`src/rtl/alu_cc_pkg.sv`:
```
package alu_cc_pkg;

  localparam int unsigned DW  = 8;
  localparam int unsigned CCW = 8;

  // Condition-code bit positions (fixed by the surrounding processor)
  localparam int unsigned CC_C = 0;
  localparam int unsigned CC_V = 1;
  localparam int unsigned CC_Z = 2;
  localparam int unsigned CC_N = 3;
  localparam int unsigned CC_H = 5;

  // Bits owned by the processor, never written here
  localparam logic [CCW-1:0] CC_KEEP = 8'hD0;

  typedef enum logic [2:0] {
    OP_ADD = 3'd0,
    OP_ADC = 3'd1,
    OP_SUB = 3'd2,
    OP_SBC = 3'd3,
    OP_NEG = 3'd4,
    OP_INC = 3'd5,
    OP_ROL = 3'd6,
    OP_TST = 3'd7
  } alu_op_e;

  typedef struct packed {
    logic h;
    logic v;
    logic c;
  } flg_t;

endpackage

```
`src/rtl/alu_arith.sv`:
```
module alu_arith
  import alu_cc_pkg::*;
#(
  parameter int unsigned W = DW
) (
  input  alu_op_e        op,
  input  logic [W-1:0]   a,
  input  logic [W-1:0]   b,
  input  logic           cin,
  output logic [W-1:0]   res,
  output flg_t           flg
);

  localparam int unsigned HB = W / 2;
  localparam logic [W-1:0] MIN_NEG = {1'b1, {(W-1){1'b0}}};
  localparam logic [W-1:0] ONE     = {{(W-1){1'b0}}, 1'b1};

  logic [W:0]   ext_a;
  logic [W:0]   ext_b;
  logic [W:0]   cext;
  logic [W:0]   sum;
  logic [W-1:0] diff;
  logic         cuse;
  logic         borrow;
  logic         cin_top_add;
  logic         cin_top_sub;

  always_comb begin
    cuse   = ((op == OP_ADC) || (op == OP_SBC)) ? cin : 1'b0;
    ext_a  = {1'b0, a};
    ext_b  = {1'b0, b};
    cext   = {{W{1'b0}}, cuse};
    sum    = ext_a + ext_b + cext;
    diff   = a - b - cext[W-1:0];
    // borrow out: minuend below subtrahend plus borrow-in, in W+1 bits
    borrow = (ext_a < (ext_b + cext));
    // carry into the sign bit, recovered from operands and result
    cin_top_add = a[W-1] ^ b[W-1] ^ sum[W-1];
    cin_top_sub = a[W-1] ^ b[W-1] ^ diff[W-1];

    res = '0;
    flg = '0;
    unique case (op)
      OP_ADD, OP_ADC: begin
        res   = sum[W-1:0];
        flg.c = sum[W];
        flg.h = a[HB] ^ b[HB] ^ sum[HB];
        flg.v = cin_top_add ^ sum[W];
      end
      OP_SUB, OP_SBC: begin
        res   = diff;
        flg.c = borrow;
        flg.v = cin_top_sub ^ borrow;
      end
      OP_NEG: begin
        res   = {W{1'b0}} - a;
        flg.c = (res != '0);
        flg.v = (res == MIN_NEG);
      end
      OP_INC: begin
        res   = a + ONE;
        flg.v = (res == MIN_NEG);
      end
      default: begin
        res = a;
      end
    endcase
  end

endmodule

```
`src/rtl/alu_shift.sv`:
```
module alu_shift
  import alu_cc_pkg::*;
#(
  parameter int unsigned W = DW
) (
  input  alu_op_e        op,
  input  logic [W-1:0]   a,
  input  logic           cin,
  output logic [W-1:0]   res,
  output flg_t           flg
);

  always_comb begin
    res = a;
    flg = '0;
    if (op == OP_ROL) begin
      res   = {a[W-2:0], cin};
      flg.c = a[W-1];
      flg.v = a[W-1] ^ a[W-2];
    end else begin
      // test: pass operand, overflow forced low
      res   = a;
      flg.v = 1'b0;
    end
  end

endmodule

```
`src/rtl/alu_flag_merge.sv`:
```
module alu_flag_merge
  import alu_cc_pkg::*;
#(
  parameter int unsigned W  = DW,
  parameter int unsigned CW = CCW
) (
  input  alu_op_e        op,
  input  logic [CW-1:0]  cc_in,
  input  logic [W-1:0]   res,
  input  flg_t           flg,
  output logic [CW-1:0]  cc_new
);

  logic wr_h;
  logic wr_c;

  // per-operation write enables; overflow, zero and negative always written
  always_comb begin
    wr_h = (op == OP_ADD) || (op == OP_ADC);
    wr_c = (op != OP_INC) && (op != OP_TST);
  end

  always_comb begin
    cc_new = cc_in;
    if (wr_h) cc_new[CC_H] = flg.h;
    if (wr_c) cc_new[CC_C] = flg.c;
    cc_new[CC_V] = flg.v;
    cc_new[CC_Z] = (res == '0);
    cc_new[CC_N] = res[W-1];
  end

endmodule

```
`src/rtl/alu_cc_core.sv`:
```
module alu_cc_core
  import alu_cc_pkg::*;
#(
  parameter int unsigned W  = DW,
  parameter int unsigned CW = CCW
) (
  input  logic           clk,
  input  logic           rst,
  input  logic           op_valid,
  input  logic [2:0]     op_sel,
  input  logic [W-1:0]   opnd_a,
  input  logic [W-1:0]   opnd_b,
  input  logic [CW-1:0]  cc_in,
  output logic [W-1:0]   res_out,
  output logic [CW-1:0]  cc_out,
  output logic           res_valid
);

  alu_op_e       op;
  logic [W-1:0]  ar_res;
  logic [W-1:0]  sh_res;
  flg_t          ar_flg;
  flg_t          sh_flg;
  logic          use_shift;
  logic [W-1:0]  nxt_res;
  flg_t          nxt_flg;
  logic [CW-1:0] nxt_cc;

  assign op = alu_op_e'(op_sel);

  alu_arith #(.W(W)) u_arith (
    .op  (op),
    .a   (opnd_a),
    .b   (opnd_b),
    .cin (cc_in[CC_C]),
    .res (ar_res),
    .flg (ar_flg)
  );

  alu_shift #(.W(W)) u_shift (
    .op  (op),
    .a   (opnd_a),
    .cin (cc_in[CC_C]),
    .res (sh_res),
    .flg (sh_flg)
  );

  always_comb begin
    use_shift = (op == OP_ROL) || (op == OP_TST);
    nxt_res   = use_shift ? sh_res : ar_res;
    nxt_flg   = use_shift ? sh_flg : ar_flg;
  end

  alu_flag_merge #(.W(W), .CW(CW)) u_merge (
    .op     (op),
    .cc_in  (cc_in),
    .res    (nxt_res),
    .flg    (nxt_flg),
    .cc_new (nxt_cc)
  );

  always_ff @(posedge clk) begin
    if (rst) begin
      res_out   <= '0;
      cc_out    <= '0;
      res_valid <= 1'b0;
    end else begin
      res_valid <= op_valid;
      if (op_valid) begin
        res_out <= nxt_res;
        cc_out  <= nxt_cc;
      end
    end
  end


  latency_chk: assert property (@(posedge clk) disable iff (rst)
    op_valid |=> res_valid);


  idle_strobe_chk: assert property (@(posedge clk) disable iff (rst)
    !op_valid |=> !res_valid);


  hold_chk: assert property (@(posedge clk) disable iff (rst)
    !op_valid |=> ($stable(res_out) && $stable(cc_out)));


  passthru_chk: assert property (@(posedge clk) disable iff (rst)
    op_valid |=> ((cc_out & CC_KEEP) == ($past(cc_in) & CC_KEEP)));


  inc_carry_chk: assert property (@(posedge clk) disable iff (rst)
    (op_valid && (op_sel == 3'(OP_INC))) |=> (cc_out[CC_C] == $past(cc_in[CC_C])));


  tst_clear_v_chk: assert property (@(posedge clk) disable iff (rst)
    (op_valid && (op_sel == 3'(OP_TST))) |=> !cc_out[CC_V]);


  zero_flag_chk: assert property (@(posedge clk) disable iff (rst)
    res_valid |-> (cc_out[CC_Z] == (res_out == '0)));


  neg_flag_chk: assert property (@(posedge clk) disable iff (rst)
    res_valid |-> (cc_out[CC_N] == res_out[W-1]));

endmodule

```
`config.mk`:
```
export PLATFORM = sky130hd
export DESIGN_NAME = alu_cc_core
export DESIGN_NICKNAME = d
export VERILOG_FILES = /design/src/rtl/alu_cc_pkg.sv /design/src/rtl/alu_arith.sv /design/src/rtl/alu_shift.sv /design/src/rtl/alu_flag_merge.sv /design/src/rtl/alu_cc_core.sv
export SDC_FILE = /design/constraint.sdc
export NUM_CORES = 1
export LEC_CHECK = 0
export ABC_AREA = 1
export BUFFER_PORTS_ARGS = -buffer_cell sky130_fd_sc_hd__buf_4
export CORE_MARGIN = 2
export CORE_UTILIZATION = 30
export DETAILED_ROUTE_END_ITERATION = 10
export GPL_ROUTABILITY_DRIVEN = 0
export GPL_TIMING_DRIVEN = 0
export PLACE_DENSITY = 0.56
export SLEW_MARGIN = 5
export SYNTH_ARGS = -nofsm -noshare
export SYNTH_HDL_FRONTEND = slang
export SYNTH_SLANG_ARGS = --single-unit
```
`constraint.sdc`:
```
create_clock -name clk -period 2.2 [get_ports clk]
set_input_delay 0 -clock clk [delete_from_list [all_inputs] [get_ports clk]]
set_output_delay 0 -clock clk [all_outputs]
set_load 0.02 [all_outputs]
```
### Word level (Yosys, flattened, before mapping)

Index checks and enable logic that the tools add are counted.

* flip-flop bits (word level): 17
* latch bits: 0
* bits in writable memories: 0
* ROM bits: 0
* bits of input ports: 30
* output and inout bits: 17
* logic and storage cells: 51
* memories kept: 0

* $add $sub $neg: 7
* multiply operators: 0
* divide/modulo/power cells: 0
* $lt $le $gt $ge: 1
* eq/ne operators: 11
* shift-type cells: 0
* muxes and demuxes: 12
* bitwise logic cells: 8
* reductions and logical operators: 9

Operators by type and width (number)
* one-hot mux 8 bit (4 select lines): 1
* == test 8 bit, second input constant: 2
* 2-to-1 mux 8 bit: 2
* == test 3 bit, second input constant: 4
* adder 8 x 1 -> 9 bit: 1
* adder 8 x 8 -> 9 bit: 1
* adder 9 x 1 -> 9 bit: 1
* less-than comparator 8 x 9 -> 1 bit: 1
* adder 8 x 1 -> 8 bit, second input constant: 1
* logical NOT 8 bit: 1
* nonzero test 8 bit: 1
* subtractor 1 x 8 -> 8 bit, first input constant: 1
* subtractor 8 x 1 -> 8 bit: 1
* subtractor 8 bit: 1
* XOR 1 bit: 8
* == test 3 x 2 -> 1 bit, second input constant: 2
* 2-to-1 mux 1 bit: 6
* inequality test 3 bit, second input constant: 2
* one-hot mux 1 bit (4 select lines): 1
* OR reduction 2 bit: 2
* == test 3 x 1 -> 1 bit, second input constant: 1
* logical NOT 3 bit: 1
* logical OR 1 bit: 3
* 2-to-1 mux 3 bit: 1
* 2 further kinds: 2

### Longest topological paths before layout

Gate-level depths: netlist of run 1.

* depth in word-level cells: 9
* gate-level depth with buffers: 19
* gate-level depth less buffers: 19

### Hierarchy

Synthesis of run 1 repeated with hierarchy kept, for this count alone.

* cell total of the unflattened synthesis: 512
* area total of the unflattened synthesis: 3021.6 um^2

By module, submodules not included
* alu_arith: instances 1, cells each 330, area an instance 1904.3 um^2, sequential area each 0.0 um^2
* alu_cc_core: instances 1, cells each 125, area an instance 822.0 um^2, sequential area each 340.3 um^2
* alu_shift: instances 1, cells each 37, area an instance 198.9 um^2, sequential area each 0.0 um^2
* alu_flag_merge: instances 1, cells each 20, area an instance 96.3 um^2, sequential area each 0.0 um^2

### Worst setup path before layout of run 1

Ideal clock, no wire load.

* path type: input to register
* from: input port op_sel[2]
* to: register cc_out[1]
* setup time: 0.117 ns
* data arrival time: 2.165 ns
* required time: 2.083 ns
* setup slack: -0.082 ns
* cell stages on the path: 18
* buffers on the path: 1
* cells stage by stage: buf_4 nor3_1 ha_1 ha_1 nand2_1 nor2_1 nand3_1 xor2_1 ha_1 nand2_1 nor2_1 nand2_1 nand2_1 nand2_1 nand3_1 nand3_1 nor2_1 nor2_1

* longest elaborated chain between the ends: 8
* elaborated cells between the ends (all ways): 24
* classes of those cells: add/sub (3); order compare (1); eq/ne (7); mux (4); bitwise (4); reduce/logical (5)

RTL lines
* start: declaration: line alu_cc_core.sv:10 `input logic [2:0] op_sel,`
* == test 3 x 1 -> 1 bit / == test 3 x 2 -> 1 bit (equally long branches): line alu_arith.sv:29, alu_arith.sv:43
* logical OR 1 bit: line alu_arith.sv:29 `cuse = ((op == OP_ADC) || (op == OP_SBC)) ? cin : 1'b0;`
* 2-to-1 mux 1 bit: line alu_arith.sv:29
* adder 8 x 1 -> 9 bit (tied with other cells): line alu_arith.sv:36 `borrow = (ext_a < (ext_b + cext));`
* less-than comparator 8 x 9 -> 1 bit (tied with other cells): line alu_arith.sv:36
* XOR 1 bit (on tied branches): line alu_arith.sv:53, alu_arith.sv:48
* one-hot mux 1 bit (4 select lines): line alu_arith.sv:43 `unique case (op)`
* 2-to-1 mux 3 bit (*): line alu_cc_core.sv:51 `nxt_flg = use_shift ? sh_flg : ar_flg;`
* end signal: assignment: line alu_cc_core.sv:71 `cc_out <= nxt_cc;`
* end: declaration: line alu_cc_core.sv:15 `output logic [CW-1:0] cc_out,`

Every way passes the cells marked *; elsewhere a longest branch is shown, timed or not.
A chain may end at the register's enable or synchronous reset.

### Worst setup path in the final report of run 1

* from: input port op_sel[0]
* to: register cc_out[2]

* longest elaborated chain between the ends: 7
* elaborated cells between the ends (all ways): 19
* classes of those cells: add/sub (2); eq/ne (7); mux (4); reduce/logical (6)

RTL lines
* == test 3 x 1 -> 1 bit / == test 3 x 2 -> 1 bit (equally long branches): line alu_arith.sv:29, alu_arith.sv:43
* logical OR 1 bit: line alu_arith.sv:29
* 2-to-1 mux 1 bit: line alu_arith.sv:29
* adder 9 x 1 -> 9 bit / subtractor 8 x 1 -> 8 bit (equally long branches): line alu_arith.sv:33, alu_arith.sv:34
* one-hot mux 8 bit (4 select lines): line alu_arith.sv:43
* 2-to-1 mux 8 bit (*): line alu_cc_core.sv:50 `nxt_res = use_shift ? sh_res : ar_res;`
* logical NOT 8 bit (*): line alu_flag_merge.sv:28 `cc_new[CC_Z] = (res == '0);`

Marks and branches as above.

==> results of run 1 <==
-- Yosys cell counts, drive strengths merged --
master / n
a21oi: 22
a22oi: 1
and2: 1
buf: 7
clkbuf: 3
clkinv: 4
dfxtp: 16
fa: 4
ha: 32
inv: 74
nand2: 122
nand3: 61
nand3b: 1
nand4: 17
nor2: 54
nor3: 1
nor4: 1
o211ai: 3
o21ai: 19
o221ai: 1
o22ai: 4
xnor2: 6
xor2: 6
-- worst min path at each step --
stage                   from                endpoint  slack, ns  cells after the start
floorplan                rst  cc_out[0]$_SDFFE_PP0P_       0.07                      1
detailed placement       rst  cc_out[2]$_SDFFE_PP0P_       0.20                      2
finish              cc_in[4]  cc_out[4]$_SDFFE_PP0P_      0.003                      3
global route        cc_in[4]  cc_out[4]$_SDFFE_PP0P_       0.03                      3
CTS                 cc_in[4]  cc_out[4]$_SDFFE_PP0P_      0.009                      3
global placement         rst  cc_out[2]$_SDFFE_PP0P_       0.20                      2
-- through the flow --
stage / setup WS [ns] / util [%] / hold slack [ns] / cells
floorplan: 0.01981 / - / 0.06907 / 460
global placement: -0.4787 / 35.89 / 0.2009 / 610
detailed placement: -0.5072 / 35.89 / 0.2037 / 610
CTS: 0.003737 / 37.66 / 0.009309 / 619
global route: -0.1314 / 40.24 / 0.02651 / 627
finish: 0.05939 / 40.24 / 0.002848 / 627
-- layout make-up --
| type | count | area share (%) |
|---|---|---|
| repair buffers | 55 | 12.72 |
| flip-flops and latches | 16 | 9.172 |
| clock buffers | 4 | 1.576 |
| well taps | 108 | 3.870 |
| inverters | 78 | 8.707 |
| multi-input cells | 356 | 61.99 |
| plain buffers | 10 | 1.971 |
-- power by group --
part	internal [mW]	switching, mW
sequential	0.313	0.0118
combinational	0.310	0.461
clock	0.159	0.104
total	0.781	0.577
-- metal layers --
layer | global-route usage [%] | wire length (um) | vias up | share of wire [%]
li1 | - | - | 1601 | -
met1 | 22.70 | 3867 | 1398 | 46
met2 | 30.93 | 4014 | 96 | 47
met3 | 1.002 | 537 | 7 | 6.3
met4 | 3.056 | 72 | 0 | 0.85
met5 | 0 | 0 | - | 0
-- critical path: stages --
cell and delay [ns]:
buf_12 0.09, inv_6 0.03, nor3_4 0.23, buf_6 0.15, inv_4 0.03, fa_2 0.39
fa_2 0.39, buf_6 0.14, xnor2_2 0.11, o21ai_1 0.09, nor2_1 0.11, nand2_1 0.09
nor2_1 0.09, nand2_1 0.05, nor2_1 0.10, nand4_1 0.09, a21oi_1 0.15
-- sequential cells by signal, summed over array words and instances, names as in the netlist --
register	flops
res_valid	1
cc_out	8
res_out	7
-- logic make-up (layout without fill, tap and decap cells) --
| logic type | count (synthesis) | after routing | synth area share, % |
|---|---|---|---|
| buffers and inverters | 88 | 147 | 13.51 |
| AOI/OAI and AO/OA | 50 | 50 | 10.12 |
| DFF | 16 | 16 | 12.05 |
| xor gates and xnor gates | 12 | 12 | 3.953 |
| and+or+nand+nor | 258 | 258 | 42.31 |
| adders and majority gates | 36 | 36 | 18.07 |
-- what timing repair did --
action / in CTS / in global routing
hold buffers: 3 / 0
gates resized for setup: 14 / 35
setup buffers: 2 / 8
pin swaps: 15 / 18
hold endpoints to repair: 5 / 0
gates cloned: 0 / 0
endpoints found under the setup margin: 4 / 6
==> key figures, run 1 <==
Routing
  – First drt pass iteration count: 4
  – Antenna viol nets, final: 0
  – Vias: 3,102
  – Vias per cell: 4.947
  – Routed wire length per instance: 13.54 um
  – 1st-iter DRT viols: 127
  – Routed WL: 8492 um
  – Residual DRC: 0

Worst setup path
  – R2r startpoint: res_out[0]$_SDFFE_PP0P_
  – Critical path type: in -> reg
  – R2R Path End: res_out[0]$_SDFFE_PP0P_
  – FF-to-FF path depth: 2
  – Startpoint types: input port
  – Origin of the worst setup path: op_sel[0]
  – Critical path fanouts, max: 3
  – Worst EP required: 2.39 ns
  – Critical Path AT: 2.33 ns
  – R2R Setup Slk: 1.54 ns
  – Crit. End Element: register
  – Worst setup path end: cc_out[2]$_SDFFE_PP0P_

Die
  – FP Rows: 34
  – Core area: 8678 sq um
  – I/O pin count: 47
  – Chip height: 98.14 um
  – Starting density of the core: 30.64%
  – Die W: 98.14 um
  – Die Area: 9631 sq um

Outcome
  – Outcome: completed

Cells and area
  – # diodes: 0
  – Multi-input gate area: 2165 sq um
  – Most frequent cells in the layout: nand2_1 (115), inv_1 (60), nand3_1 (55)
  – Nets@finish: 586
  – Design Area, Final: 3492 sq um
  – Register area: 320.3 sq um
  – Fillers: 981
  – Commonest non-fill, non-tap cell in the layout: nand2_1
  – Share of layout cells above drive strength 1: 22.35%
  – Area Overhead vs Synth: 31.34%

STA
  – Slew Viols, Final: 0
  – Final Cycle Share: 97.30%
  – Clock Skew: 0 ns
  – Fmax: 0.4672 GHz
  – Setup TNS: 0 ns
  – Final hold vios: 0
  – Worst-margin pin slew: 0.6056 ns
  – RSZ-0062 raised after global routing: yes
  – Endpoints failing setup: 0
  – Final min period: 2.141 ns
  – Slew headroom: 59.58%

Global routing
  – Gr usage total: 17.09%
  – First-pass GRT wire length: 13,600 um
  – Largest net degree at the start of global routing: 13
  – Grt ovf: 0
  – Initial antenna violation count: 0
  – Vias in the first global route: 2,825

Synth
  – Synth Net Count: 526
  – Synthesized area per cell: 5.780 sq um
  – Ys Warns: 0
  – Top cell type's share of synthesized area: 16.94%
  – Largest cells by area after synthesis: nand2_1 (17%), ha_1 (15%), dfxtp_1 (12%)
  – Synth unique cells: 31
  – Number of synthesized register bits: 16
  – Cell Area, Synth: 2659 sq um
  – Mapped Cells: 460
  – Area leader, netlist: nand2_1
  – Sequential fraction of the synthesis area: 12.05%

Clock tree
  – Clk sinks: 16
  – CTS tree: done
  – H-tree level count: 1
  – Clk root buf: clkbuf_8
  – Clock latency on the worst-skew pair: 0.25 ns
  – CTS Buffer Depth: 2
  – Cts bufs inserted: 3
  – Reg clk slew, reported paths: 0.06 ns

Pwr
  – Pwr dens: 388.8 nW/um^2
  – Worst ir drop on vdd: 0.1479 mV
  – Leakage: 1.772 nW
  – Post-layout power: 1.358 mW

Job
  – Max Cap Violations: 0

Min path
  – Min-delay worst type: in -> reg

Placed design
  – DP Area: 3114 sq um
  – PortBufs: 42
  – Post-detail-place hpwl: 6807 um
Power figures use the tool's default switching activity.
==> run 2, diff against run 1 <==
Settings changed: HOLD_SLACK_MARGIN set to 0.08.
==> run 2 against run 1 <==
  * Utilization up 0.23 points
  * Sequential share of layout area down 0.052 points
  * Via count up 0.84%
  * Power up 0.24%
  * Register-to-register slack about the same
  * Largest cell class unchanged
  * Fmax down 0.20%
  * Highest routed layer unchanged
  * Count of clock-buffer cells in the layout unchanged
==> key figures, run 2 (synthesized netlist as in run 1, its figures left out) <==
Cells and area
  – Share of layout cells above drive strength 1: 22.26%
  – Final non-filler cell total: 629
  – Largest register FFs: 8
  – Area Overhead vs Synth: 32.09%
  – Fillers: 977
  – Most frequent cells in the layout: nand2_1 (115), inv_1 (60), nand3_1 (55)
  – Multi-input gate area: 2165 sq um
  – Register area: 320.3 sq um
  – Largest registers: cc_out x8, res_out x7, res_valid x1
  – Top reg by flops: cc_out
  – Final core occ: 40.47%
  – # diodes: 0
  – Design Area, Final: 3512 sq um
  – Nets@finish: 588
  – Commonest non-fill, non-tap cell in the layout: nand2_1

Pwr
  – Combinational power share: 56.8%
  – Leakage: 1.780 nW
  – Internal power: 0.7835 mW
  – NetSw: 0.5775 mW
  – Post-layout power: 1.361 mW
  – Reg power frac: 23.8%
  – Switching share of power: 42.43%
  – Pwr dens: 387.5 nW/um^2
  – Clk pwr share: 19.4%
  – Worst ir drop on vdd: 0.1479 mV

Worst setup path
  – Startpoint types: input port
  – Crit. End Element: register
  – Critical path fanouts, max: 3
  – Critical Path AT: 2.33 ns
  – Critical path type: in -> reg
  – R2R Path End: res_out[0]$_SDFFE_PP0P_
  – R2r startpoint: res_out[0]$_SDFFE_PP0P_
  – FF-to-FF path depth: 2
  – Worst EP required: 2.39 ns
  – R2R Setup Slk: 1.54 ns

STA
  – Final Cycle Share: 97.50%
  – Slew Viols, Final: 0
  – RSZ-0062 raised after global routing: yes
  – Hold slack: 0.09789 ns
  – Final hold vios: 0
  – Slew headroom: 59.66%
  – Final min period: 2.145 ns
  – Clock Skew: 0 ns
  – Fmax: 0.4662 GHz
  – Worst-margin pin slew: 0.6045 ns
  – Endpoints failing setup: 0

Clock tree
  – CTS tree: done
  – CTS Buffer Depth: 2
  – Reg clk slew, reported paths: 0.06 ns
  – Clk sinks: 16
  – H-tree level count: 1
  – Clock latency on the worst-skew pair: 0.25 ns
  – Cts bufs inserted: 3
  – Clk root buf: clkbuf_8

Global routing
  – Grt ovf: 0
  – Gr usage total: 17.12%
  – First-pass GRT wire length: 13,630 um
  – Largest net degree at the start of global routing: 13
  – Vias in the first global route: 2,840
  – Initial antenna violation count: 0

Placed design
  – PortBufs: 42
  – Post-detail-place hpwl: 6807 um
  – DP Area: 3114 sq um
  – Placed cell count: 610

Routing
  – Antenna viol nets, final: 0
  – Residual DRC: 0
  – Vias per cell: 4.973
  – Vias: 3,128
  – Routed wire length per instance: 13.53 um
  – First drt pass iteration count: 5
  – Routed WL: 8509 um
  – 1st-iter DRT viols: 161

Job
  – Max Cap Violations: 0

Min path
  – Worst Hold Launch: op_sel[0]
  – WHS Endpoint: cc_out[0]$_SDFFE_PP0P_
  – WHS Path Cells: 4
  – Min-delay worst type: in -> reg

Outcome
  – Outcome: completed

Die
  – FP Rows: 34
  – Starting density of the core: 30.64%
  – Die Area: 9631 sq um
  – Chip height: 98.14 um
  – I/O pin count: 47
  – Core area: 8678 sq um
  – Die W: 98.14 um
-- run 2: changes by cell type in the layout (fill, tap and decap cells not counted) --
cell,delta
dlygate4sd3_1,+2
-- run 2: critical path, stage by stage --
cell and delay (ns):
buf_12 0.09, inv_6 0.03, nor3_4 0.23, buf_6 0.15, inv_4 0.03, fa_2 0.39
fa_2 0.39, buf_6 0.14, xnor2_2 0.11, o21ai_1 0.09, nor2_1 0.10, nand2_1 0.09
nor2_1 0.09, nand2_1 0.05, nor2_1 0.10, nand4_1 0.09, a21oi_1 0.15
-- run 2: repair_timing --
item	in CTS	in global routing
hold endpoints to repair	10	0
hold buffers	5	0
setup buffers	2	8
resized for setup	14	35
pin swaps	15	18
endpoints found under the setup margin	4	6
-- run 2: metrics by stage --
step           setup WS [ns]  TNS, ns
2_1_floorplan        0.01981        0
3_3_place_gp         -0.4787   -2.143
3_5_place_dp         -0.5072   -2.272
4_1_cts             0.003737        0
5_1_grt              -0.1314  -0.2777
6_report             0.05509        0
-- run 2: worst max-delay path by stage --
stage                    from                     end  slack, ns
floorplan           op_sel[2]  cc_out[1]$_SDFFE_PP0P_       0.02
global placement    op_sel[0]  cc_out[2]$_SDFFE_PP0P_      -0.48
detailed placement  op_sel[0]  cc_out[1]$_SDFFE_PP0P_      -0.51
CTS                 opnd_a[3]  cc_out[2]$_SDFFE_PP0P_      0.004
global route        op_sel[0]  cc_out[1]$_SDFFE_PP0P_      -0.13
finish              op_sel[0]  cc_out[2]$_SDFFE_PP0P_       0.06
-- run 2: power by group through the flow --
stage          logic, mW  clock network, mW  registers, mW
6_report           0.773              0.263          0.324
5_1_grt            0.864              0.275          0.326
4_1_cts            0.694              0.266          0.324
3_5_place_dp       0.670                  0          0.331
3_3_place_gp       0.658                  0          0.331
2_1_floorplan      0.419                  0          0.357
-- run 2: metal layers --
metal  GRT usage [%]  wire (um)
met5               0          0
met4           3.056         97
met3           1.074        414
met2           30.98       3998
met1           22.70       3998
-- run 2: layout make-up --
type / instances / share of cell area, %
buffer: 10 / 1.959
clock buffer: 4 / 1.568
inverter: 78 / 8.657
multi-input combinational: 356 / 61.63
sequential: 16 / 9.120
tap: 108 / 3.848
timing repair buffer: 57 / 13.22
==> run 3, diff against run 2 <==
Settings changed: PLACE_DENSITY 0.56 to 0.5.
==> run 3 against run 2 <==
  * Critical path depth rose by 1
  * Clock power fell by 3%
  * Power fell by 2.2%
  * Sequential share of layout area barely moved
  * Worst setup slack improved by 0.048 ns
  * Non-clock buffer count rose by 4
  * Clock skew did not move
  * Global-route usage rose by 0.43 points
  * Critical endpoint is now cc_out[1]$_SDFFE_PP0P_
  * Largest cell class unchanged
  * Highest routed layer unchanged
==> key figures, run 3 (synthesized netlist as in run 1, its figures left out) <==
STA
  – Final Cycle Share: 95.32%
  – RSZ-0062 raised after global routing: yes
  – Endpoints failing setup: 0
  – Final hold vios: 0
  – Slew Viols, Final: 0
  – Setup TNS: 0 ns
  – Final min period: 2.097 ns
  – Slew headroom: 61.23%
  – Clock Skew: 0 ns
  – Hold slack: 0.1148 ns
  – Fmax: 0.4768 GHz
  – Worst-margin pin slew: 0.5810 ns

Global routing
  – Initial antenna violation count: 0
  – Vias in the first global route: 2,984
  – Largest net degree at the start of global routing: 13
  – Grt ovf: 0
  – Gr usage total: 17.56%
  – First-pass GRT wire length: 13,960 um

Pwr
  – Worst ir drop on vdd: 0.1450 mV
  – Leakage: 1.802 nW
  – Pwr dens: 378.9 nW/um^2

Cells and area
  – Share of layout cells above drive strength 1: 23.43%
  – # diodes: 0
  – Largest registers: cc_out x8, res_out x7, res_valid x1
  – Final core occ: 40.50%
  – Largest register FFs: 8
  – Most frequent cells in the layout: nand2_1 (114), inv_1 (59), buf_4 (58)
  – Area Overhead vs Synth: 32.19%
  – Final non-filler cell total: 633
  – Nets@finish: 592
  – Top reg by flops: cc_out
  – Commonest non-fill, non-tap cell in the layout: nand2_1

Worst setup path
  – Startpoint types: input port
  – R2R Setup Slk: 1.53 ns
  – Crit. End Element: register
  – R2r startpoint: res_out[2]$_SDFFE_PP0P_
  – FF-to-FF path depth: 4
  – Most frequent CP cell: nand2_1
  – Slowest Stage Delay on Critical Path: 0.46 ns
  – Origin of the worst setup path: op_sel[0]
  – Worst setup path end: cc_out[1]$_SDFFE_PP0P_
  – CP delay by family, top: simple AND/OR/NAND/NOR gates
  – CP Cell Sequence: buf_12, inv_8, nor3_4, buf_6, fa_2, ha_1, inv_1, nand2_1, nand2_1, nand2_1, nand2_1, nand2_2, xnor2_2, nand3_1, nand3_2, nand3_2, nor2_2, nor2_1
  – Critical path depth: 18
  – Worst EP required: 2.34 ns
  – Critical path fanouts, max: 5
  – Critical Path AT: 2.24 ns
  – Critical path type: in -> reg
  – Worst Path Buf+Inv: 4
  – CP max stage cell: fa_2
  – R2R Path End: res_out[2]$_SDFFE_PP0P_

Die
  – Die W: 98.14 um
  – Chip height: 98.14 um
  – Core area: 8678 sq um
  – FP Rows: 34
  – Die Area: 9631 sq um
  – I/O pin count: 47
  – Starting density of the core: 30.64%

Clock tree
  – H-tree level count: 1
  – Clk root buf: clkbuf_8
  – Clk sinks: 16
  – CTS tree: done
  – CTS Buffer Depth: 2
  – Cts bufs inserted: 3
  – Clock latency on the worst-skew pair: 0.24 ns
  – Reg clk slew, reported paths: 0.06 ns

Placed design
  – PortBufs: 42
  – Placed cell count: 610
  – Post-detail-place hpwl: 6958 um

Routing
  – 1st-iter DRT viols: 248
  – Routed wire length per instance: 13.65 um
  – Vias per cell: 5.008
  – Antenna viol nets, final: 0
  – Routed WL: 8640 um
  – Vias: 3,170
  – First drt pass iteration count: 5
  – Residual DRC: 0

Min path
  – WHS Path Cells: 4
  – Min-delay worst type: in -> reg

Job
  – Max Cap Violations: 0

Outcome
  – Outcome: completed
[run 3: changes by cell type in the layout (fill, tap and decap cells not counted), sizes merged]
cell  delta
buf      +4
[run 3: per-stage QoR]
stage / total power, mW / cell area (sq um) / worst slack [ns]
5_1_grt: 1.446 / 3515 / -0.07953
6_report: 1.332 / 3515 / 0.1029
3_3_place_gp: 0.9950 / 3114 / -0.4973
4_1_cts: 1.295 / 3373 / -0.002432
3_5_place_dp: 1.002 / 3114 / -0.5269
2_1_floorplan: 0.7759 / 2664 / 0.01981
[run 3: worst register-to-register path: stages (launching register included)]
cell	delay (ns)
dfxtp_1	0.31
nor2_1	0.08
nor2_1	0.04
o21ai_0	0.07
inv_1	0.06
[run 3: cell type report]
class | count | area [sq um]
Sequential cell | 16 | 320.3
Timing Repair Buffer | 61 | 490.5
Fill cell | 991 | 5164
Tap cell | 108 | 135.1
Inverter | 78 | 304.0
Clock buffer | 4 | 55.05
Buffer | 10 | 65.06
Multi-Input combinational cell | 356 | 2145
[run 3: power by group]
group	internal, mW	switching (mW)	total [mW]
registers	0.313	0.0118	0.324
clock network	0.159	0.0975	0.256
logic	0.297	0.454	0.751
[run 3: how the worst min path moves through the flow]
stage / from / to / slack [ns]
floorplan: rst / cc_out[0]$_SDFFE_PP0P_ / 0.07
global placement: rst / cc_out[2]$_SDFFE_PP0P_ / 0.21
finish: op_valid / res_out[1]$_SDFFE_PP0P_ / 0.11
global route: op_valid / res_valid$_SDFF_PP0_ / 0.14
CTS: op_valid / res_out[1]$_SDFFE_PP0P_ / 0.11
detailed placement: rst / cc_out[2]$_SDFFE_PP0P_ / 0.21
[run 3: timing repair]
item                                    in CTS  in global routing
endpoints found under the setup margin       4                  6
pin swaps                                   17                 23
hold buffers                                 5                  0
buffers inserted                             9                  5
endpoints found under the hold margin       10                  0
resized for setup                           21                 26
[run 3: metal layers]
metal	vias up	wire length (um)	global-route usage, %
met3	14	443	1.217
met5	-	0	0
li1	1620	-	-
met1	1444	3895	23.10
met2	92	4127	30.98
met4	0	174	4.953
